$ cat src/rtl/clksel_pkg.sv
package clksel_pkg;

    typedef enum logic [1:0] {
        SEL_DEF = 2'b00,
        SEL_SEC = 2'b01,
        SEL_PRI = 2'b10,
        SEL_INT = 2'b11
    } sel_code_e;

    typedef logic [2:0] src_oh_t;

    localparam src_oh_t SRC_PRI = 3'b001;
    localparam src_oh_t SRC_SEC = 3'b010;
    localparam src_oh_t SRC_INT = 3'b100;

    typedef struct packed {
        logic      idle_en;
        sel_code_e sel;
    } ctrl_t;

    function automatic src_oh_t decode_sel(sel_code_e code, logic pri_default);
        case (code)
            SEL_SEC: return SRC_SEC;
            SEL_PRI: return SRC_PRI;
            SEL_INT: return SRC_INT;
            default: return pri_default ? SRC_PRI : SRC_INT;
        endcase
    endfunction

    function automatic logic [7:0] pack_reg(ctrl_t c, logic status);
        return {c.idle_en, 3'b000, status, 1'b0, c.sel};
    endfunction

endpackage

$ cat src/rtl/clksel_regs.sv
module clksel_regs
    import clksel_pkg::*;
(
    input  logic      clk,
    input  logic      rst,
    input  logic      wr_en,
    input  logic [7:0] wr_data,
    input  logic      sec_osc_en,
    output ctrl_t     ctrl,
    output logic      sel_accept,
    output sel_code_e new_sel
);

    assign new_sel    = sel_code_e'(wr_data[1:0]);
    assign sel_accept = wr_en && !(new_sel == SEL_SEC && !sec_osc_en);

    always_ff @(posedge clk) begin
        if (rst) begin
            ctrl.idle_en <= 1'b0;
            ctrl.sel     <= SEL_DEF;
        end else if (wr_en) begin
            ctrl.idle_en <= wr_data[7];
            if (sel_accept) ctrl.sel <= new_sel;
        end
    end

    a_r3_sec_drop: assert property (@(posedge clk) disable iff (rst)
        (wr_en && wr_data[1:0] == 2'b01 && !sec_osc_en) |=> $stable(ctrl.sel))
        else $error("R3: secondary select taken while disabled");

endmodule

$ cat src/rtl/clksel_switch.sv
module clksel_switch
    import clksel_pkg::*;
#(
    parameter int SETTLE_CYCLES = 4
) (
    input  logic    clk,
    input  logic    rst,
    input  logic    cfg_two_speed,
    input  src_oh_t reset_src,
    input  logic    start,
    input  src_oh_t start_src,
    input  logic    start_def,
    input  src_oh_t stable,
    output src_oh_t active,
    output logic    busy,
    output logic    status
);

    localparam int CNT_W = (SETTLE_CYCLES < 2) ? 1 : $clog2(SETTLE_CYCLES);
    localparam logic [CNT_W-1:0] LAST = CNT_W'(SETTLE_CYCLES - 1);

    src_oh_t          tgt;
    logic             tgt_def;
    logic [CNT_W-1:0] cnt;
    logic             tgt_ok;

    assign tgt_ok = |(tgt & stable);

    always_ff @(posedge clk) begin
        if (rst) begin
            active  <= cfg_two_speed ? SRC_INT : reset_src;
            busy    <= cfg_two_speed;
            tgt     <= reset_src;
            tgt_def <= 1'b1;
            status  <= !cfg_two_speed;
            cnt     <= '0;
        end else if (start) begin
            busy    <= 1'b1;
            tgt     <= start_src;
            tgt_def <= start_def;
            cnt     <= '0;
        end else if (busy) begin
            if (!tgt_ok) begin
                cnt <= '0;
            end else if (cnt == LAST) begin
                active <= tgt;
                status <= tgt_def;
                busy   <= 1'b0;
                cnt    <= '0;
            end else begin
                cnt <= cnt + 1'b1;
            end
        end
    end

    a_r7_unstable_holds: assert property (@(posedge clk) disable iff (rst)
        (busy && !tgt_ok && !start) |=> (busy && $stable(active)))
        else $error("R7: handover completed on unstable target");

endmodule

$ cat src/rtl/clksel_pwr.sv
module clksel_pwr (
    input  logic clk,
    input  logic rst,
    input  logic sleep_req,
    input  logic idle_en,
    output logic enter_idle,
    output logic enter_sleep
);

    always_ff @(posedge clk) begin
        if (rst) begin
            enter_idle  <= 1'b0;
            enter_sleep <= 1'b0;
        end else begin
            enter_idle  <= sleep_req && idle_en;
            enter_sleep <= sleep_req && !idle_en;
        end
    end

endmodule

$ cat src/rtl/clk_src_ctrl.sv
module clk_src_ctrl
    import clksel_pkg::*;
#(
    parameter int SETTLE_CYCLES = 4
) (
    input  logic       clk,
    input  logic       rst,
    input  logic       wr_en,
    input  logic [7:0] wr_data,
    input  logic       sec_osc_en,
    input  logic       cfg_pri_default,
    input  logic       cfg_two_speed,
    input  logic       stable_pri,
    input  logic       stable_sec,
    input  logic       stable_int,
    input  logic       sleep_req,
    output logic [7:0] rd_data,
    output logic [2:0] active_src,
    output logic       sec_run,
    output logic       busy,
    output logic       enter_idle,
    output logic       enter_sleep
);

    ctrl_t     ctrl;
    logic      sel_accept;
    sel_code_e new_sel;
    logic      start;
    logic      status;
    src_oh_t   active;

    clksel_regs u_regs (
        .clk        (clk),
        .rst        (rst),
        .wr_en      (wr_en),
        .wr_data    (wr_data),
        .sec_osc_en (sec_osc_en),
        .ctrl       (ctrl),
        .sel_accept (sel_accept),
        .new_sel    (new_sel)
    );

    assign start = sel_accept && (new_sel != ctrl.sel || busy);

    clksel_switch #(.SETTLE_CYCLES(SETTLE_CYCLES)) u_switch (
        .clk           (clk),
        .rst           (rst),
        .cfg_two_speed (cfg_two_speed),
        .reset_src     (decode_sel(SEL_DEF, cfg_pri_default)),
        .start         (start),
        .start_src     (decode_sel(new_sel, cfg_pri_default)),
        .start_def     (new_sel == SEL_DEF),
        .stable        ({stable_int, stable_sec, stable_pri}),
        .active        (active),
        .busy          (busy),
        .status        (status)
    );

    clksel_pwr u_pwr (
        .clk         (clk),
        .rst         (rst),
        .sleep_req   (sleep_req),
        .idle_en     (ctrl.idle_en),
        .enter_idle  (enter_idle),
        .enter_sleep (enter_sleep)
    );

    assign active_src = active;
    assign sec_run    = (active == SRC_SEC);
    assign rd_data    = pack_reg(ctrl, status);

    a_r12_onehot: assert property (@(posedge clk) disable iff (rst)
        $countones(active_src) == 1)
        else $error("R12: active source not one-hot");

    a_r12_change_on_done: assert property (@(posedge clk) disable iff (rst)
        (active_src != $past(active_src)) |-> $fell(busy))
        else $error("R12: source changed outside handover completion");

    a_r10_exclusive: assert property (@(posedge clk) disable iff (rst)
        !(sec_run && rd_data[3]))
        else $error("R10: run flag and status bit both set");

    a_r11_one_mode: assert property (@(posedge clk) disable iff (rst)
        !(enter_idle && enter_sleep))
        else $error("R11: idle and sleep both signalled");

    a_r4_reserved_zero: assert property (@(posedge clk) disable iff (rst)
        rd_data[6:4] == 3'b000 && rd_data[2] == 1'b0)
        else $error("R4: unimplemented bits nonzero");

endmodule

$ cat config.mk
export PLATFORM = sky130hd
export DESIGN_NAME = clk_src_ctrl
export DESIGN_NICKNAME = d
export VERILOG_FILES = /design/src/rtl/clksel_pkg.sv /design/src/rtl/clksel_regs.sv /design/src/rtl/clksel_switch.sv /design/src/rtl/clksel_pwr.sv /design/src/rtl/clk_src_ctrl.sv
export SDC_FILE = /design/constraint.sdc
export NUM_CORES = 1
export LEC_CHECK = 0
export ABC_AREA = 0
export BUFFER_PORTS_ARGS = -buffer_cell sky130_fd_sc_hd__clkbuf_2
export CAP_MARGIN = 25
export CORE_MARGIN = 5
export CORE_UTILIZATION = 39
export DETAILED_ROUTE_END_ITERATION = 7
export PLACE_DENSITY = 0.77
export SETUP_SLACK_MARGIN = 0.2
export SYNTH_ARGS = -nofsm -noshare
export SYNTH_HDL_FRONTEND = slang
export SYNTH_SLANG_ARGS = --single-unit
export TNS_END_PERCENT = 50
$ cat constraint.sdc
create_clock -name clk -period 1.5 [get_ports clk]
set_clock_uncertainty 0.2 [all_clocks]
set_input_delay 0.3 -clock clk [delete_from_list [all_inputs] [get_ports clk]]
set_output_delay 0.3 -clock clk [all_outputs]
set_load 0.05 [all_outputs]
## Word-level counts from Yosys, hierarchy flattened

Index checks and enable logic that the tools add are counted.

| operators by class | value |
|---|---|
| multipliers | 0 |
| bitwise operators | 1 |
| muxes and demuxes | 22 |
| magnitude comparators | 0 |
| divide/modulo/power cells | 0 |
| $add $sub $neg | 1 |
| reductions and logical operators | 19 |
| shift operators | 0 |
| equal/unequal tests | 7 |

Operators by type and width:

| cell | number |
|---|---|
| 3-bit two-way mux | 9 |
| 1-bit two-way mux | 10 |
| 3-bit one-hot mux with 3 select lines | 1 |
| 2-bit nonzero test | 4 |
| 2-bit == test, second input constant | 3 |
| 1-bit logical AND | 5 |
| 1-bit logical NOT | 4 |
| 2-bit two-way mux | 2 |
| 4-bit AND reduction | 1 |
| 3-bit bitwise AND | 1 |
| 3-bit by 2-bit == test with 1-bit output, second input constant | 1 |
| 3-bit OR reduction | 1 |
| 2-bit by 1-bit adder with 2-bit output, second input constant | 1 |
| 2-bit by 1-bit == test with 1-bit output, second input constant | 1 |
| 2-bit logical NOT | 1 |
| 2-bit != test | 1 |
| 2-bit != test, second input constant | 1 |
| 2-bit AND reduction | 1 |
| 2-bit OR reduction | 1 |
| 1-bit logical OR | 1 |

| word-level totals | value |
|---|---|
| output and inout bits | 15 |
| memories kept | 0 |
| ROM bits | 0 |
| bits in registers | 16 |
| latch bits | 0 |
| input bits | 18 |
| bits in writable memories | 0 |

## Logic depth before layout (Yosys ltp)

| logic depth | value |
|---|---|
| word-level depth | 7 |
| depth in mapped cells | 4 |
| mapped depth without buffers | 4 |

## Hierarchy

A second synthesis with hierarchy kept.

| unflattened totals | value |
|---|---|
| cells, all modules | 75 |
| area total of the unflattened synthesis | 823.3 um^2 |

Modules (own cells, without submodules):

| module | instances | cells an instance | area each (um^2) |
|---|---|---|---|
| clksel_switch | 1 | 40 | 503.0 |
| clksel_regs | 1 | 15 | 148.9 |
| clk_src_ctrl | 1 | 16 | 110.1 |
| clksel_pwr | 1 | 4 | 61.3 |

## Worst setup path after synthesis

No wires, ideal clock.

| timing path | value |
|---|---|
| path kind | register to output |
| start point | reg u_switch.active[1] |
| end point | out sec_run |
| slack | -0.844 ns |
| arrival | 1.844 ns |
| path buffers | 0 |
| data required time | 1.000 ns |
| stages on the path, launching flop included | 2 |
| cells stage by stage | edfxtp_1 > nor3b_1 |

| between the ends | value |
|---|---|
| word-level cells in the longest chain between the ends | 1 |

Ends and longest elaborated chain:

| element | line | source |
|---|---|---|
| start: declaration | clksel_switch.sv:14 | `output src_oh_t active,` |
| start signal: assignment | clksel_switch.sv:31 | `active <= cfg_two_speed ? SRC_INT : reset_src;` |
| start signal: assignment | clksel_switch.sv:46 | `active <= tgt;` |
| 3-bit by 2-bit == test with 1-bit output | clk_src_ctrl.sv:69 | `assign sec_run = (active == SRC_SEC);` |
| end: declaration | clk_src_ctrl.sv:19 | `output logic sec_run,` |

Every way passes these cells.

## Worst setup path after layout

| timing path | value |
|---|---|
| start point | reg u_switch.active[0] |
| end point | out sec_run |

The elaborated chain is that of the path after synthesis.

==> results.txt <==
Post-synth top flop: dfxtp_1
Min-Delay Startpoint: sleep_req
Initial antenna violation count: 0
Fraction of layout cells with a size suffix above 1: 46.2%
Clk buf depth: 2
Final Hold Viols: 0
Setup slack at placement: -194 ps
Asr flop ratio synth: 0%
Flops & latches, synth: 16
Pwr Total: 1.05 mW
Rows: 16
Failing checks: setup timing
WP data arrival: 1120 ps
DR vias: 641
Slowest CP cell: edfxtp_1
Post-Synthesis Cell Area: 773 um^2
Endpoint type of the worst setup path: output pin
YS warnings: 0
Post-route ant nets: 0
CTS tree: built
Final wirelength: 1.81 mm
GPL Wtd Cong: 0.781
Num CTS Buffers: 3
Mean post-synth cell area: 10.6 um^2
Number of global-route vias before repair: 669
Max Transition Viols Final: 0
Post-CTS Hold Buffers: 0
Leak pwr: 0.533 nW
Clk Tree Root Cell: clkbuf_4
DRT Pass-1 Iters: 4
Inserted Diodes: 0
Horiz. Die Dim: 54.5 um
Highest clock rate: 618 MHz
Fin crit share: 108%
Core Region: 1920 um^2
Critical path required time: 1000 ps
Area of the multi-input gates: 370 um^2
Count of cell types in the netlist: 31
Global Route Usage Sum: 13.8%
CP Launch Type: register
Tmin final: 1620 ps
Clk Latency, worst-skew pair: 280 ps
DIE AREA: 2970 um^2
Worst r2r src: u_switch.tgt[1]
GRT overflow: 0
RSZ-0062 raised after global routing: yes
Worst vdd ir: 0.424 mV
CP cell instances: nor3b_4 -> buf_8
Max FO, Critical Path: 2
Drt wl/cell: 13.6 um
CP Launch Point: u_switch.active[0]
I/O pin cnt: 33
Die extent in y: 54.5 um
First-pass GRT wire length: 2.77 mm
Port Buffers: 23
Area delta synth->final: 54.5%
Hold/Removal Path Class: primary input to register
Final setup margin: -118 ps
Initial DRC count: 17
Vias/cell: 4.82
EDFF count, synth: 7
Min Hold Slack: 66.7 ps
Max-cap violations: 0
Total clock sinks: 16
Largest net degree at the start of global routing: 12
Post-route DRC: 0
# setup viols final: 8
Nets@finish: 126
Number of fillers in the final layout: 164
Seq/Total Area, Yosys: 50.5%
Final core utilization: 62.2%
Initial Util: 40.2%
Crit Path Class: register to output pin
Pwr dens: 880 nW/um^2
Crit-path max cell delay: 440 ps
Dpl hpwl: 1.34 mm
Setup TNS: -711 ps
Seq. cell area: 407 um^2
Status: complete, but fails checks
H-tree depth: 1
Worst-path clk slew: 90 ps
Gate count of the mapped netlist: 73
## critical path, delay by kind of cell (launching register included)
kind | cells | cell delay [ps]
buffers and inverters | 1 | 170
and+or+nand+nor | 1 | 230
DFF | 1 | 440
## cells in the mapped netlist, drive strengths merged (2+ instances only)
| cell | count | share of area, % |
|---|---|---|
| and3 | 2 | 1.6 |
| a21oi | 2 | 1.3 |
| nor2b | 4 | 3.2 |
| mux2i | 2 | 2.6 |
| o21ai | 3 | 1.9 |
| buf | 6 | 5.8 |
| xor2 | 2 | 2.3 |
| o21a | 2 | 1.9 |
| inv | 7 | 3.4 |
| nor2 | 5 | 2.4 |
| edfxtp | 7 | 27 |
| nand2 | 3 | 1.5 |
| dfxtp | 9 | 23 |
| nor3b | 2 | 1.9 |
## state kept, by name, indices dropped and copies added, names as in the netlist
name / count
u_pwr.enter_sleep: 1
u_switch.tgt: 3
u_regs.ctrl: 3
u_pwr.enter_idle: 1
u_switch.busy: 1
u_switch.status: 1
u_switch.tgt_def: 1
u_switch.active: 3
u_switch.cnt: 2
## area by class of cell
type | instances | area share (%)
timing repair buffer | 33 | 27.7
clock buffer | 4 | 2.20
multi-input combinational | 46 | 31.0
sequential | 16 | 34.0
inverter | 7 | 2.20
tap | 27 | 2.83
## where the power goes
| part | total [mW] | switching [mW] | internal (mW) |
|---|---|---|---|
| logic | 0.306 | 0.169 | 0.136 |
| clock network | 0.232 | 0.128 | 0.103 |
| registers | 0.515 | 0.0271 | 0.488 |
## cell usage in the layout (no fill, tap or decap), types with 2 or more instances in the layout
cell,instances
clkbuf_16,4
buf_8,4
buf_6,2
mux2i_1,2
dfxtp_4,4
and3_1,2
a21oi_1,2
nand2_1,2
conb_1,4
clkbuf_4,4
inv_1,7
edfxtp_1,7
nor2b_1,4
nor2_1,5
dfxtp_1,4
buf_4,9
clkbuf_2,12
o21ai_0,2
o21a_1,2
## layer usage
layer	GRT usage (%)	vias up	routed length, um
met5	0	-	0
met2	24.9	19	997
li1	-	317	-
met4	8.30	0	12
met3	4.36	2	124
met1	13.5	303	678
## metrics by stage
stage / area (um^2) / instances
after floorplan: 815 / 76
after global placement: 975 / 127
after detailed placement: 975 / 127
after CTS: 1170 / 132
after global routing: 1190 / 133
final: 1190 / 133
## final timing paths
check                                           to  slack [ps]  cells past startpoint
worst max-delay path                       sec_run        -120                      2
worst min-delay path             u_pwr.enter_sleep          70                      2
worst max register to register  u_switch.active[1]        -110                      3
worst min register to register   u_pwr.enter_sleep         260                      1
## cells by family (layout without fill, tap and decap cells)
logic type	after synthesis	in the layout	synth area share [%]
AND/OR/NAND/NOR	21	21	15.7
AO/OA/AOI/OAI	16	16	17.2
flip-flops	16	16	50.5
buffers and inverters	14	44	9.71
XOR/XNOR	2	2	2.27
multiplexers	2	2	2.59
adder cells (fa/ha/maj)	1	1	1.62
other	1	4	0.485
## timing repair
| item | 4_1_cts | 5_1_grt |
|---|---|---|
| resized for setup | 32 | 8 |
| setup buffers | 1 | 1 |
| setup endpoints to repair | 22 | 21 |
| pin swaps | 8 | 4 |
Power figures use the tool's default switching activity.
